### src/rtl/slot_pwr_pkg.sv
package slot_pwr_pkg;
  localparam int REG_W  = 64;
  localparam int ADDR_W = 24;

  localparam logic [ADDR_W-1:0] A_FIFO = 24'h0A0024;
  localparam logic [ADDR_W-1:0] A_CMD  = 24'h0A0025;
  localparam logic [ADDR_W-1:0] A_MODE = 24'h0A0026;
  localparam logic [ADDR_W-1:0] A_STAT = 24'h0A002B;

  localparam logic [7:0]  DEV_ADDR  = 8'hC4;
  localparam logic [7:0]  CMD_FLAGS = 8'hD0;
  localparam logic [7:0]  BYTE_OFF  = 8'h54;
  localparam logic [7:0]  BYTE_ON   = 8'h55;
  localparam logic [7:0]  BASE_OFS  = 8'h05;
  localparam logic [31:0] MODE_CFG  = 32'h0176_0000;
  localparam logic [15:0] XFER_LEN  = 16'd2;

  // status bit positions, MSB-first numbering
  localparam int SB_COMPLETE = 7;
  localparam int SB_CNT_HI   = 28;

  localparam int STEPS = 7;

  typedef enum logic [1:0] {
    ERR_NONE  = 2'd0,
    ERR_DRAIN = 2'd1,
    ERR_FLAG  = 2'd2,
    ERR_TMO   = 2'd3
  } err_e;

  typedef enum logic [2:0] {K_RDY, K_MODE, K_CMD, K_OFS, K_DRN, K_DATA} kind_e;

  function automatic int lsb_of(input int msb_pos);
    return REG_W - 1 - msb_pos;
  endfunction

  function automatic logic [REG_W-1:0] top_byte(input logic [7:0] b);
    return {b, {(REG_W-8){1'b0}}};
  endfunction

  function automatic logic [REG_W-1:0] mode_word();
    return {MODE_CFG, {(REG_W-32){1'b0}}};
  endfunction

  function automatic logic [REG_W-1:0] cmd_word(input logic [7:0] dev);
    return {CMD_FLAGS, dev & 8'hFE, XFER_LEN, {(REG_W-32){1'b0}}};
  endfunction

  function automatic logic st_complete(input logic [REG_W-1:0] s);
    return s[lsb_of(SB_COMPLETE)];
  endfunction

  function automatic logic st_flagged(input logic [REG_W-1:0] s);
    logic hit;
    hit = 1'b0;
    for (int p = 0; p <= 8; p++)
      if (p != SB_COMPLETE) hit = hit | s[lsb_of(p)];
    return hit;
  endfunction

  function automatic logic [3:0] st_fifo_cnt(input logic [REG_W-1:0] s);
    return s[lsb_of(SB_CNT_HI) -: 4];
  endfunction

  function automatic kind_e step_kind(input logic [2:0] st);
    case (st)
      3'd0:    return K_RDY;
      3'd1:    return K_MODE;
      3'd2:    return K_CMD;
      3'd3:    return K_OFS;
      3'd4:    return K_DRN;
      3'd5:    return K_DATA;
      default: return K_RDY;
    endcase
  endfunction
endpackage

### src/rtl/sps_tick_timer.sv
module sps_tick_timer #(
  parameter int TICK_DIV = 100000
) (
  input  logic clk,
  input  logic rst_n,
  input  logic arm,
  output logic running,
  output logic expire
);
  localparam int CW = (TICK_DIV > 1) ? $clog2(TICK_DIV) : 1;
  localparam logic [CW-1:0] RELOAD = CW'(TICK_DIV - 1);

  logic [CW-1:0] cnt;

  assign expire = running && (cnt == '0);

  always_ff @(posedge clk) begin
    if (!rst_n) begin
      cnt     <= '0;
      running <= 1'b0;
    end else if (arm) begin
      cnt     <= RELOAD;
      running <= 1'b1;
    end else if (expire) begin
      running <= 1'b0;
    end else if (running) begin
      cnt <= cnt - 1'b1;
    end
  end
endmodule

### src/rtl/sps_bus_master.sv
module sps_bus_master
  import slot_pwr_pkg::*;
(
  input  logic              clk,
  input  logic              rst_n,
  input  logic              issue,
  input  logic              op_we,
  input  logic [ADDR_W-1:0] op_addr,
  input  logic [REG_W-1:0]  op_wdata,
  input  logic              bus_ack,
  output logic              bus_req,
  output logic              bus_we,
  output logic [ADDR_W-1:0] bus_addr,
  output logic [REG_W-1:0]  bus_wdata,
  output logic              fin
);
  assign fin = bus_req && bus_ack;

  always_ff @(posedge clk) begin
    if (!rst_n) begin
      bus_req   <= 1'b0;
      bus_we    <= 1'b0;
      bus_addr  <= '0;
      bus_wdata <= '0;
    end else if (fin) begin
      bus_req <= 1'b0;
    end else if (issue && !bus_req) begin
      bus_req   <= 1'b1;
      bus_we    <= op_we;
      bus_addr  <= op_addr;
      bus_wdata <= op_wdata;
    end
  end
endmodule

### src/rtl/sps_status_eval.sv
module sps_status_eval
  import slot_pwr_pkg::*;
(
  input  logic [REG_W-1:0] stat,
  output logic             complete,
  output logic             flagged,
  output logic             drained
);
  assign complete = st_complete(stat);
  assign flagged  = st_flagged(stat);
  assign drained  = (st_fifo_cnt(stat) == 4'd0);
endmodule

### src/rtl/slot_pwr_seq.sv
module slot_pwr_seq #(
  parameter int NUM_SLOTS = 2,
  parameter int TICK_DIV  = 100000,
  parameter int POLL_MAX  = 100
) (
  input  logic                             clk,
  input  logic                             rst_n,
  input  logic                             start,
  input  logic                             enable,
  output logic                             busy,
  output logic                             done,
  output logic                             ok,
  output logic [1:0]                       err_code,
  output logic                             bus_req,
  output logic                             bus_we,
  output logic [slot_pwr_pkg::ADDR_W-1:0]  bus_addr,
  output logic [slot_pwr_pkg::REG_W-1:0]   bus_wdata,
  input  logic [slot_pwr_pkg::REG_W-1:0]   bus_rdata,
  input  logic                             bus_ack
);
  import slot_pwr_pkg::*;

  localparam int SW = (NUM_SLOTS > 1) ? $clog2(NUM_SLOTS) : 1;
  localparam int RW = $clog2(POLL_MAX + 1) > 0 ? $clog2(POLL_MAX + 1) : 1;
  localparam logic [2:0]    LAST_STEP = 3'(STEPS - 1);
  localparam logic [SW-1:0] LAST_SLOT = SW'(NUM_SLOTS - 1);
  localparam logic [RW-1:0] RETRY_CAP = RW'(POLL_MAX);

  typedef enum logic [1:0] {SQ_IDLE, SQ_ISSUE, SQ_WAIT, SQ_PAUSE} sq_e;

  sq_e           state;
  logic [SW-1:0] slot;
  logic [2:0]    step;
  logic [RW-1:0] retries;
  logic          en_q;

  // named internal events
  kind_e             kind;
  logic              is_poll;
  logic              fin;
  logic              issue;
  logic              st_done, st_flag, st_drained;
  logic              poll_pass, poll_hard, retry_left;
  logic              tmr_arm, tmr_run, tmr_exp;
  logic              op_we;
  logic [ADDR_W-1:0] op_addr;
  logic [REG_W-1:0]  op_wdata;
  logic [7:0]        slot_ofs;

  assign busy     = (state != SQ_IDLE);
  assign issue    = (state == SQ_ISSUE);
  assign kind     = step_kind(step);
  assign is_poll  = (kind == K_RDY) || (kind == K_DRN);
  assign slot_ofs = BASE_OFS + 8'(slot);

  always_comb begin
    op_we    = 1'b1;
    op_addr  = A_FIFO;
    op_wdata = '0;
    case (kind)
      K_RDY, K_DRN: begin op_we = 1'b0; op_addr = A_STAT; end
      K_MODE:       begin op_addr = A_MODE; op_wdata = mode_word(); end
      K_CMD:        begin op_addr = A_CMD;  op_wdata = cmd_word(DEV_ADDR); end
      K_OFS:        op_wdata = top_byte(slot_ofs);
      K_DATA:       op_wdata = top_byte(en_q ? BYTE_ON : BYTE_OFF);
      default:      op_addr = A_FIFO;
    endcase
  end

  sps_status_eval u_eval (
    .stat     (bus_rdata),
    .complete (st_done),
    .flagged  (st_flag),
    .drained  (st_drained)
  );

  assign poll_pass  = (kind == K_RDY) ? (st_done && !st_flag) : st_drained;
  assign poll_hard  = (kind == K_RDY) && st_done && st_flag;
  assign retry_left = (retries != RETRY_CAP);
  assign tmr_arm    = (state == SQ_WAIT) && fin && is_poll && !poll_pass
                      && !poll_hard && retry_left;

  sps_bus_master u_bus (
    .clk       (clk),
    .rst_n     (rst_n),
    .issue     (issue),
    .op_we     (op_we),
    .op_addr   (op_addr),
    .op_wdata  (op_wdata),
    .bus_ack   (bus_ack),
    .bus_req   (bus_req),
    .bus_we    (bus_we),
    .bus_addr  (bus_addr),
    .bus_wdata (bus_wdata),
    .fin       (fin)
  );

  sps_tick_timer #(.TICK_DIV(TICK_DIV)) u_tmr (
    .clk     (clk),
    .rst_n   (rst_n),
    .arm     (tmr_arm),
    .running (tmr_run),
    .expire  (tmr_exp)
  );

  always_ff @(posedge clk) begin
    if (!rst_n) begin
      state    <= SQ_IDLE;
      slot     <= '0;
      step     <= '0;
      retries  <= '0;
      en_q     <= 1'b0;
      done     <= 1'b0;
      ok       <= 1'b0;
      err_code <= ERR_NONE;
    end else begin
      done <= 1'b0;
      case (state)
        SQ_IDLE: if (start) begin
          en_q     <= enable;
          slot     <= '0;
          step     <= '0;
          retries  <= '0;
          ok       <= 1'b0;
          err_code <= ERR_NONE;
          state    <= SQ_ISSUE;
        end
        SQ_ISSUE: state <= SQ_WAIT;
        SQ_WAIT: if (fin) begin
          if (is_poll && poll_hard) begin
            err_code <= ERR_FLAG;
            done     <= 1'b1;
            state    <= SQ_IDLE;
          end else if (is_poll && !poll_pass) begin
            if (retry_left) begin
              retries <= retries + 1'b1;
              state   <= SQ_PAUSE;
            end else begin
              err_code <= (kind == K_RDY) ? ERR_TMO : ERR_DRAIN;
              done     <= 1'b1;
              state    <= SQ_IDLE;
            end
          end else begin
            retries <= '0;
            if (step != LAST_STEP) begin
              step  <= step + 1'b1;
              state <= SQ_ISSUE;
            end else if (slot != LAST_SLOT) begin
              step  <= '0;
              slot  <= slot + 1'b1;
              state <= SQ_ISSUE;
            end else begin
              ok    <= 1'b1;
              done  <= 1'b1;
              state <= SQ_IDLE;
            end
          end
        end
        SQ_PAUSE: if (tmr_exp) state <= SQ_ISSUE;
        default:  state <= SQ_IDLE;
      endcase
    end
  end
endmodule

### config.mk
export PLATFORM = sky130hd
export DESIGN_NAME = slot_pwr_seq
export DESIGN_NICKNAME = d
export VERILOG_FILES = /design/src/rtl/slot_pwr_pkg.sv /design/src/rtl/sps_tick_timer.sv /design/src/rtl/sps_bus_master.sv /design/src/rtl/sps_status_eval.sv /design/src/rtl/slot_pwr_seq.sv
export SDC_FILE = /design/constraint.sdc
export NUM_CORES = 1
export LEC_CHECK = 0
export CORE_MARGIN = 2
export CORE_UTILIZATION = 36
export CTS_CLUSTER_DIAMETER = 150
export DETAILED_ROUTE_END_ITERATION = 10
export PLACE_DENSITY = 0.84
export SLEW_MARGIN = 20
export SYNTH_ARGS = -nofsm -noshare
export SYNTH_HDL_FRONTEND = slang
export SYNTH_SLANG_ARGS = --single-unit
### constraint.sdc
create_clock -name clk -period 2.1 [get_ports clk]
set_input_delay 0.525 -clock clk [delete_from_list [all_inputs] [get_ports clk]]
set_output_delay 0.525 -clock clk [all_outputs]
set_load 0.02 [all_outputs]
**Word-level counts from Yosys, hierarchy flattened**

Cells that the tools add are included.

- Register bits: 126
- Logic and storage cells: 155
- Bits of input ports: 69
- Output and inout bits: 95

- Bitwise logic cells: 10
- Add/subtract/negate cells: 5
- Reduce and logical (&&, ||, !) cells: 40
- Multiplexer cells: 58
- Eq/ne operators: 27

Operator list:

| operator | number |
|---|---|
| one-hot mux 64 bit (4 select lines) | 1 |
| two-way mux 17 bit | 3 |
| two-way mux 7 bit | 5 |
| two-way mux 2 bit | 12 |
| two-way mux 1 bit | 23 |
| two-way mux 3 bit | 6 |
| zero test 17 bit | 1 |
| subtractor 17 x 1 -> 17 bit (second input constant) | 1 |
| inequality test 2 bit (second input constant) | 8 |
| one-hot mux 3 bit (5 select lines) | 1 |
| one-hot mux 7 bit (2 select lines) | 1 |
| logical AND 1 bit | 13 |
| equality test 3 x 2 -> 1 bit (second input constant) | 4 |
| equality test 3 bit (second input constant) | 4 |
| one-hot mux 4 bit (3 select lines) | 1 |
| AND reduction 6 bit | 2 |
| AND reduction 5 bit | 2 |
| one-hot mux 2 bit (4 select lines) | 1 |
| AND reduction 2 bit | 4 |
| nonzero test 2 bit | 4 |
| adder 7 x 1 -> 7 bit (second input constant) | 1 |
| inequality test 7 bit (second input constant) | 1 |
| bitwise OR 1 bit | 7 |
| AND reduction 7 bit | 1 |
| 20 further kinds | 33 |

**Longest topological paths before layout**

Gate-level depths: netlist of the first run.

- Depth after elaboration: 16
- Gate-level depth with buffers: 10
- Depth with buffers taken out: 8

**Cells and area by module**

A second synthesis of the first run with hierarchy kept.

- Cells, all modules: 680
- Area, all modules: 6,059.6 sq um

By module, submodules not included:

| module | seq. area each (sq um) | instances | cells an instance | area an instance (sq um) |
|---|---|---|---|---|
| sps_bus_master | 1,801.7 | 1 | 391 | 3,732.3 |
| slot_pwr_seq | 360.3 | 1 | 162 | 1,278.7 |
| sps_tick_timer | 360.3 | 1 | 122 | 1,018.5 |
| sps_status_eval | 0.0 | 1 | 5 | 30.0 |

**Worst setup path after synthesis of the first run**

No wires, ideal clock.

- Path type: register to register
- Start: register step[1]
- End: register step[2]
- Buffers on the path: 1
- Stages on the path, launching flop included: 10
- Slack: -0.113 ns
- Data required time: 2.026 ns
- Arrival time: 2.139 ns
- Cells stage by stage: dfxtp_1 > inv_1 > ha_1 > clkbuf_1 > nor2b_1 > nand3_1 > and2_1 > nor4b_1 > a21oi_1 > o21ai_0

- Word-level cells in the longest chain between the ends: 8
- Elaborated cells between the ends (all ways): 26

RTL lines:

| element | RTL line | text |
|---|---|---|
| start, declared | slot_pwr_seq.sv:33 | `logic [2:0] step;` |
| start signal, assigned | slot_pwr_seq.sv:146 | `step <= step + 1'b1;` |
| equality test 3 bit (tied with other cells) | slot_pwr_pkg.sv:66 | `case (st)` |
| one-hot mux 3 bit (5 select lines) | slot_pwr_pkg.sv:66 |  |
| zero test 3 bit | slot_pwr_seq.sv:53, slot_pwr_seq.sv:77, slot_pwr_seq.sv:78 |  |
| two-way mux 1 bit or logical AND 1 bit (tied branches) | slot_pwr_seq.sv:77, slot_pwr_seq.sv:78 |  |
| zero test 1 bit or logical AND 1 bit (tied branches) | slot_pwr_seq.sv:134, slot_pwr_seq.sv:78 |  |
| logical AND 1 bit, on equally long branches | slot_pwr_seq.sv:134, slot_pwr_seq.sv:130 |  |
| inequality test 2 bit (no source line) | -- |  |
| AND reduction 6 bit (no source line) | -- |  |

Parallel ways exist; a longest one is shown, timed or not. The select of a mux whose other input is x is not followed.
A chain may end at the register's enable or synchronous reset.

**Worst setup path in the final report of the first run**

- Start: register u_tmr.cnt[6]
- End: register state[0]

- Word-level cells in the longest chain between the ends: 4

RTL lines:

| element | RTL line | text |
|---|---|---|
| start, declared | sps_tick_timer.sv:13 | `logic [CW-1:0] cnt;` |
| start signal, assigned | sps_tick_timer.sv:27 | `cnt <= cnt - 1'b1;` |
| zero test 17 bit | sps_tick_timer.sv:15 | `assign expire = running && (cnt == '0);` |
| logical AND 1 bit | sps_tick_timer.sv:15 |  |
| inequality test 2 bit (no source line) | -- |  |
| AND reduction 3 bit (no source line) | -- |  |
| end signal, assigned | slot_pwr_seq.sv:108 | `state <= SQ_IDLE;` |
| end signal, assigned | slot_pwr_seq.sv:126 | `state <= SQ_ISSUE;` |
| end signal, assigned | slot_pwr_seq.sv:128 | `SQ_ISSUE: state <= SQ_WAIT;` |
| end, declared | slot_pwr_seq.sv:31 | `sq_e state;` |

No other way between the ends.

==> results.cfg, run 1 <==
[critical_path]
rr_endpoint = state[0]
rr_startpoint = u_tmr.cnt[6]
crit_path_start_kind = register
crit_end = state[0]
path_cells = or4_4 -> or4_4 -> o41ai_4 -> o21ai_2 -> a21oi_2 -> nor2_1
ff2ff_path_depth = 6
cp-startpoint = u_tmr.cnt[6]
ff2ff_setup_slack_ns = -0.01
cp_max_fo = 4
critPathMostFrequentCell = or4_4
timing.critical_path.to_type = register
worst_path_max_delay_cell = or4_4
worst_ep_required_time_ns = 2.29
arrival_ns = 2.31
critPathMaxStageDelay_ns = 0.53
crit_type = reg -> reg

[place]
place_worst_setup_slack_ns = -0.4239
placed_cells = 542
io_buffer_count = 44
gp_congestion = 0.8470
placed_cell_area_um2 = 3576
hpwl_um = 5146

[timing]
fin_crit_ns = 2.113
slew_viol_final = 0
hold_violations = 0
skew_ns = 0.008553
hold_ws_ns = 0.4758
setup_viol = 3
max_clock_freq_mhz = 473.2
setup_slack_ns = -0.01321
rsz0062_at_grt = yes
post-route-period-util = 1.006

[die]
rows = 33
pin_count = 164
core_um2 = 8217
die_h_um = 96.15
die_area_um2 = 9244
initial_utilization = 0.3720
die_w_um = 96.15

[final_layout]
register_area_um2 = 989.7
nFillCells = 711
drive_gt1_frac = 0.2286
nNetsFinal = 532
area.growth.synth_to_final_pct = 29.35
finalNonFillerCells = 560
utilization = 0.4812
final_cell_area_um2 = 3954
antenna-diode-count = 0
multi_input_area_um2 = 1839

[cts]
root_buffer = clkbuf_8
clock_latency_ns = 0.30
clk_pin_slew_ns = 0.09
cts_tree = yes
cts_max_level = 2
clock_sinks = 49
cts_max_path_buffers = 2
cts_buffers = 5

[synthesis]
netlist_area_um2 = 3057
ys_ff_latch = 49
synth.most_common_cell = buf_4
syn_inst = 372
netlist.area_leader.share = 0.3209
yosysTopAreaCell = dfxtp_1
ys_async_sr_fraction = 0
ys_seq_area_frac = 0.3209
synthFlopType = dfxtp_1
synth.top_cells.by_count = 77 x buf_4, 49 x dfxtp_1, 40 x nor2_1
synth_cell_types = 57
ys_warn_count = 0
avgSynthCellArea_um2 = 8.217
synth.area.top_cells = dfxtp_1 32%, buf_4 19%, a21oi_1 4.9%
synth_edf_count = 0

[power]
powerDensity_nw_per_um2 = 601.4
p_comb_frac = 0.325
vdd_drop_max_v = 0.0002841
p_switching_uw = 817.7
p_int_mw = 1.560
power.leakage_nw = 1.659
clkPwrFrac = 0.245
power_frac_seq = 0.430
switching_share = 0.3439

[drt]
via_per_inst = 4.829
wirelength_um = 7258
drc = 0
drt_iter0_markers = 161
ant_nets = 0
route.vias.total = 2704
dr.pass1.iters = 5
wl_per_cell_um = 12.96

[global_routing]
grt_max_degree = 16
antenna_found_initial = 0
globalRouteTotalUtil = 0.1388
grt-ovfl-total = 0
grt_pass1_wl_um = 10360
first_global_vias = 2406

[outcome]
violations = setup timing
status = complete, but fails checks

[job]
maxCapViolCount = 0

[worst_hold_path]
hold_class = reg -> reg
-- power groups by stage --
stage	sequential, mW	combinational, mW	clock (mW)
2_1_floorplan	1.07	0.517	0
3_3_place_gp	1.04	0.678	0
3_5_place_dp	1.04	0.701	0
4_1_cts	1.02	0.712	0.595
5_1_grt	1.03	0.839	0.634
6_report	1.02	0.773	0.583
-- kinds of logic after synthesis --
logic type / share of synthesized area
flops: 0.3209
compound gates: 0.1457
buf+inv: 0.2169
mux: 0.006550
fa+ha+maj: 0.03684
other cells: 0.001227
simple gates: 0.2202
xor+xnor: 0.05158
-- flip-flops by register name, indices dropped and copies added (netlist names) --
name / count
en_q: 1
u_bus.bus_we: 1
ok: 1
err_code: 2
u_bus.bus_addr: 4
retries: 7
u_bus.bus_req: 1
done: 1
step: 3
u_tmr.cnt: 17
u_tmr.running: 1
state: 2
slot: 1
u_bus.bus_wdata: 7
-- per-stage QoR --
stage          setup TNS [ns]  total power [mW]
3_3_place_gp           -11.21             1.716
2_1_floorplan               0             1.587
4_1_cts               -0.1389             2.329
5_1_grt               -0.4834             2.503
6_report             -0.02121             2.378
3_5_place_dp           -12.60             1.744
-- layout make-up --
type | count | share of cell area
Multi-Input combinational cell | 291 | 0.4652
Sequential cell | 49 | 0.2503
Timing Repair Buffer | 95 | 0.2155
Tap cell | 105 | 0.03323
Clock buffer | 6 | 0.02089
Inverter | 12 | 0.01139
Clock inverter | 2 | 0.003481
-- timing repair --
item / in CTS / in global routing
hold buffers: 0 / 0
resized for setup: 16 / 38
endpoints found under the setup margin: 33 / 34
buffers inserted: 2 / 9
pin swaps: 7 / 18
-- worst max-delay path: cells and delay by family, from the launching register on --
| family | cells | cell delay [ns] |
|---|---|---|
| AOI/OAI and AO/OA | 3 | 0.57 |
| DFF | 1 | 0.33 |
| and+or+nand+nor | 3 | 1.10 |
-- worst min path at each step --
stage                     endpoint  start  slack, ns  cells past startpoint
after floorplan               en_q   en_q       0.44                      2
final                         en_q   en_q       0.48                      2
after detailed placement      en_q   en_q       0.46                      2
after CTS                     en_q   en_q       0.48                      2
after global routing          en_q   en_q       0.52                      2
after global placement        en_q   en_q       0.45                      2
-- per-layer routing --
metal  up-vias  share of wire  GRT usage
li1       1295              -          -
met1      1273           0.38     0.1560
met2       117           0.53     0.2569
met3        19          0.059    0.01879
met4         0          0.025    0.06310
met5         -              0          0
-- placed cells by master, fill, tap and decap left out, drive strengths merged, types with 2 or more instances in the layout --
cell type	count
conb	68
buf	51
dfxtp	49
nor2	40
clkdlybuf4s50	37
a21oi	31
nand2	26
inv	11
xor2	11
o21ai	11
nand3	9
ha	9
xnor2	7
nor4	7
nor3	6
clkbuf	6
dlymetal6s2s	6
nand4	5
or4	4
nand2b	4
and2	4
a211oi	4
o31ai	4
nor2b	3
o41ai	3
a31oi	3
clkinv	3
or2	2
nand4b	2
and3	2
o22ai	2
nor4b	2
nand3b	2
mux2i	2
a22oi	2
or3	2
and2b	2
(Power assumes the default switching activity.)
==> inputs of run 2 (changes only) <==
--- a/config.mk
+++ b/config.mk
@@ -9,7 +9,7 @@
 export CORE_UTILIZATION = 36
 export CTS_CLUSTER_DIAMETER = 150
 export DETAILED_ROUTE_END_ITERATION = 10
-export PLACE_DENSITY = 0.84
+export PLACE_DENSITY = 0.8
 export SLEW_MARGIN = 20
 export SYNTH_ARGS = -nofsm -noshare
 export SYNTH_HDL_FRONTEND = slang
==> run 2 against run 1 <==
Effect of this change:
- critical path depth is the same
- clock-buffer cell count is the same
- the flow now finishes without violations
- die area is the same
- power grew 3.8%
==> results.cfg, run 2 (synthesized netlist as in run 1, its figures left out) <==
[final_layout]
finalNonFillerCells = 558
reg.largest.list = u_tmr.cnt (17), retries (7), u_bus.bus_wdata (7)
final_cell_area_um2 = 3913
area.growth.synth_to_final_pct = 28.00
top_register = u_tmr.cnt
nNetsFinal = 530
utilization = 0.4762
nFillCells = 773
largest_reg_flops = 17
final_common_cell = conb_1
final_cell_mix = 68 x conb_1, 47 x dfxtp_1, 47 x buf_4
antenna-diode-count = 0
drive_gt1_frac = 0.2075

[timing]
max_clock_freq_mhz = 476.9
skew_ns = 0.009095
fin_crit_ns = 2.097
rsz0062_at_grt = yes
hold_ws_ns = 0.4652
slew_viol_final = 0
setup_viol = 0
post-route-period-util = 0.9985
hold_violations = 0

[power]
vdd_drop_max_v = 0.0002403
powerDensity_nw_per_um2 = 630.7
p_switching_uw = 800.7
finalPower_mw = 2.468
power.leakage_nw = 1.632
clkPwrFrac = 0.288
power_frac_seq = 0.415
p_int_mw = 1.667
switching_share = 0.3245
p_comb_frac = 0.297

[global_routing]
first_global_vias = 2367
grt_max_degree = 16
grt-ovfl-total = 0
grt_pass1_wl_um = 10380
antenna_found_initial = 0
globalRouteTotalUtil = 0.1398

[cts]
clock_sinks = 49
cts_tree = yes
cts_max_path_buffers = 2
cts_buffers = 5
clk_pin_slew_ns = 0.10
cts_max_level = 2
root_buffer = clkbuf_8
clock_latency_ns = 0.31

[critical_path]
crit_path_start_kind = register
arrival_ns = 2.30
ff2ff_setup_slack_ns = 0.003
critPathMostFrequentCell = or4_4
worst_ep_required_time_ns = 2.31
timing.critical_path.to_type = register
critPathMaxStageDelay_ns = 0.58
cp_max_fo = 5
worst_path_max_delay_cell = or4_4
path_cells = or4_4 -> or4_4 -> o41ai_4 -> o21ai_2 -> a21oi_2 -> nor2_1
rr_startpoint = u_tmr.cnt[9]
cp-startpoint = u_tmr.cnt[9]
crit_type = reg -> reg

[place]
io_buffer_count = 44
gp_congestion = 0.8288
hpwl_um = 4962
placed_cell_area_um2 = 3591
placed_cells = 544

[worst_hold_path]
hold_class = reg -> reg
hp-start = en_q

[die]
initial_utilization = 0.3720
pin_count = 164
core_um2 = 8217
die_h_um = 96.15
die_w_um = 96.15
die_area_um2 = 9244
rows = 33

[outcome]
status = completed

[drt]
wirelength_um = 6702
dr.pass1.iters = 4
drt_iter0_markers = 74
drc = 0
route.vias.total = 2608
ant_nets = 0
via_per_inst = 4.674
wl_per_cell_um = 12.01

[job]
maxCapViolCount = 0
-- run 2: changes by cell type in the layout (fill, tap and decap cells not counted), moves of 2 or more --
cell | before | now
dfxtp_1 | 42 | 47
dlygate4sd2_1 | 1 | 7
nand2_1 | 22 | 24
clkdlybuf4s50_1 | 37 | 35
dfxtp_2 | 7 | 2
nand2_2 | 4 | 1
buf_6 | 4 | 1
dlymetal6s2s_1 | 6 | 2
nor4_4 | 3 | 1
-- run 2: repair_timing --
action                                  4_1_cts  5_1_grt
cloned                                        0        0
endpoints found under the setup margin       31       34
setup buffers                                 4        2
hold buffers                                  0        0
resized for setup                            24       21
pin swaps                                    12       13
-- run 2: area by class of cell --
| cell class | instances | area, um^2 | share of cell area |
|---|---|---|---|
| Multi-Input combinational cell | 291 | 1817 | 0.4643 |
| Sequential cell | 49 | 983.4 | 0.2514 |
| Timing Repair Buffer | 93 | 815.8 | 0.2085 |
| Tap cell | 105 | 131.4 | 0.03358 |
| Clock buffer | 6 | 82.58 | 0.02111 |
| Inverter | 12 | 45.04 | 0.01151 |
| Clock inverter | 2 | 37.54 | 0.009594 |
-- run 2: per-layer routing --
layer | GRT usage | vias to the layer above | part of all wire
li1 | - | 1291 | -
met1 | 0.1608 | 1207 | 0.40
met2 | 0.2512 | 94 | 0.50
met3 | 0.04229 | 16 | 0.073
met4 | 0.03452 | 0 | 0.027
met5 | 0 | - | 0
-- run 2: through the flow --
stage	setup slack, ns	setup TNS, ns
after global routing	-0.07809	-0.3960
after CTS	0.001149	0
after detailed placement	-0.4318	-12.05
final	0.003254	0
after global placement	-0.4208	-11.57
after floorplan	0.003271	0
-- run 2: path summary, 6_finish.rpt --
kind,cells after the start,endpoint
max reg2reg,6,state[0]
min reg2reg,2,en_q
min,2,en_q
max,6,state[0]
-- run 2: worst max-delay path: cells and delay by family (launching register included) --
family,cells,cell delay (ns)
DFF,1,0.32
and+or+nand+nor,3,1.15
AOI/OAI and AO/OA,3,0.53
-- run 2: power groups by stage --
stage | clock network (mW) | logic (mW) | registers [mW]
global placement | 0 | 0.682 | 1.04
CTS | 0.721 | 0.705 | 1.02
detailed placement | 0 | 0.695 | 1.04
floorplan | 0 | 0.517 | 1.07
global route | 0.757 | 0.808 | 1.03
finish | 0.711 | 0.733 | 1.02
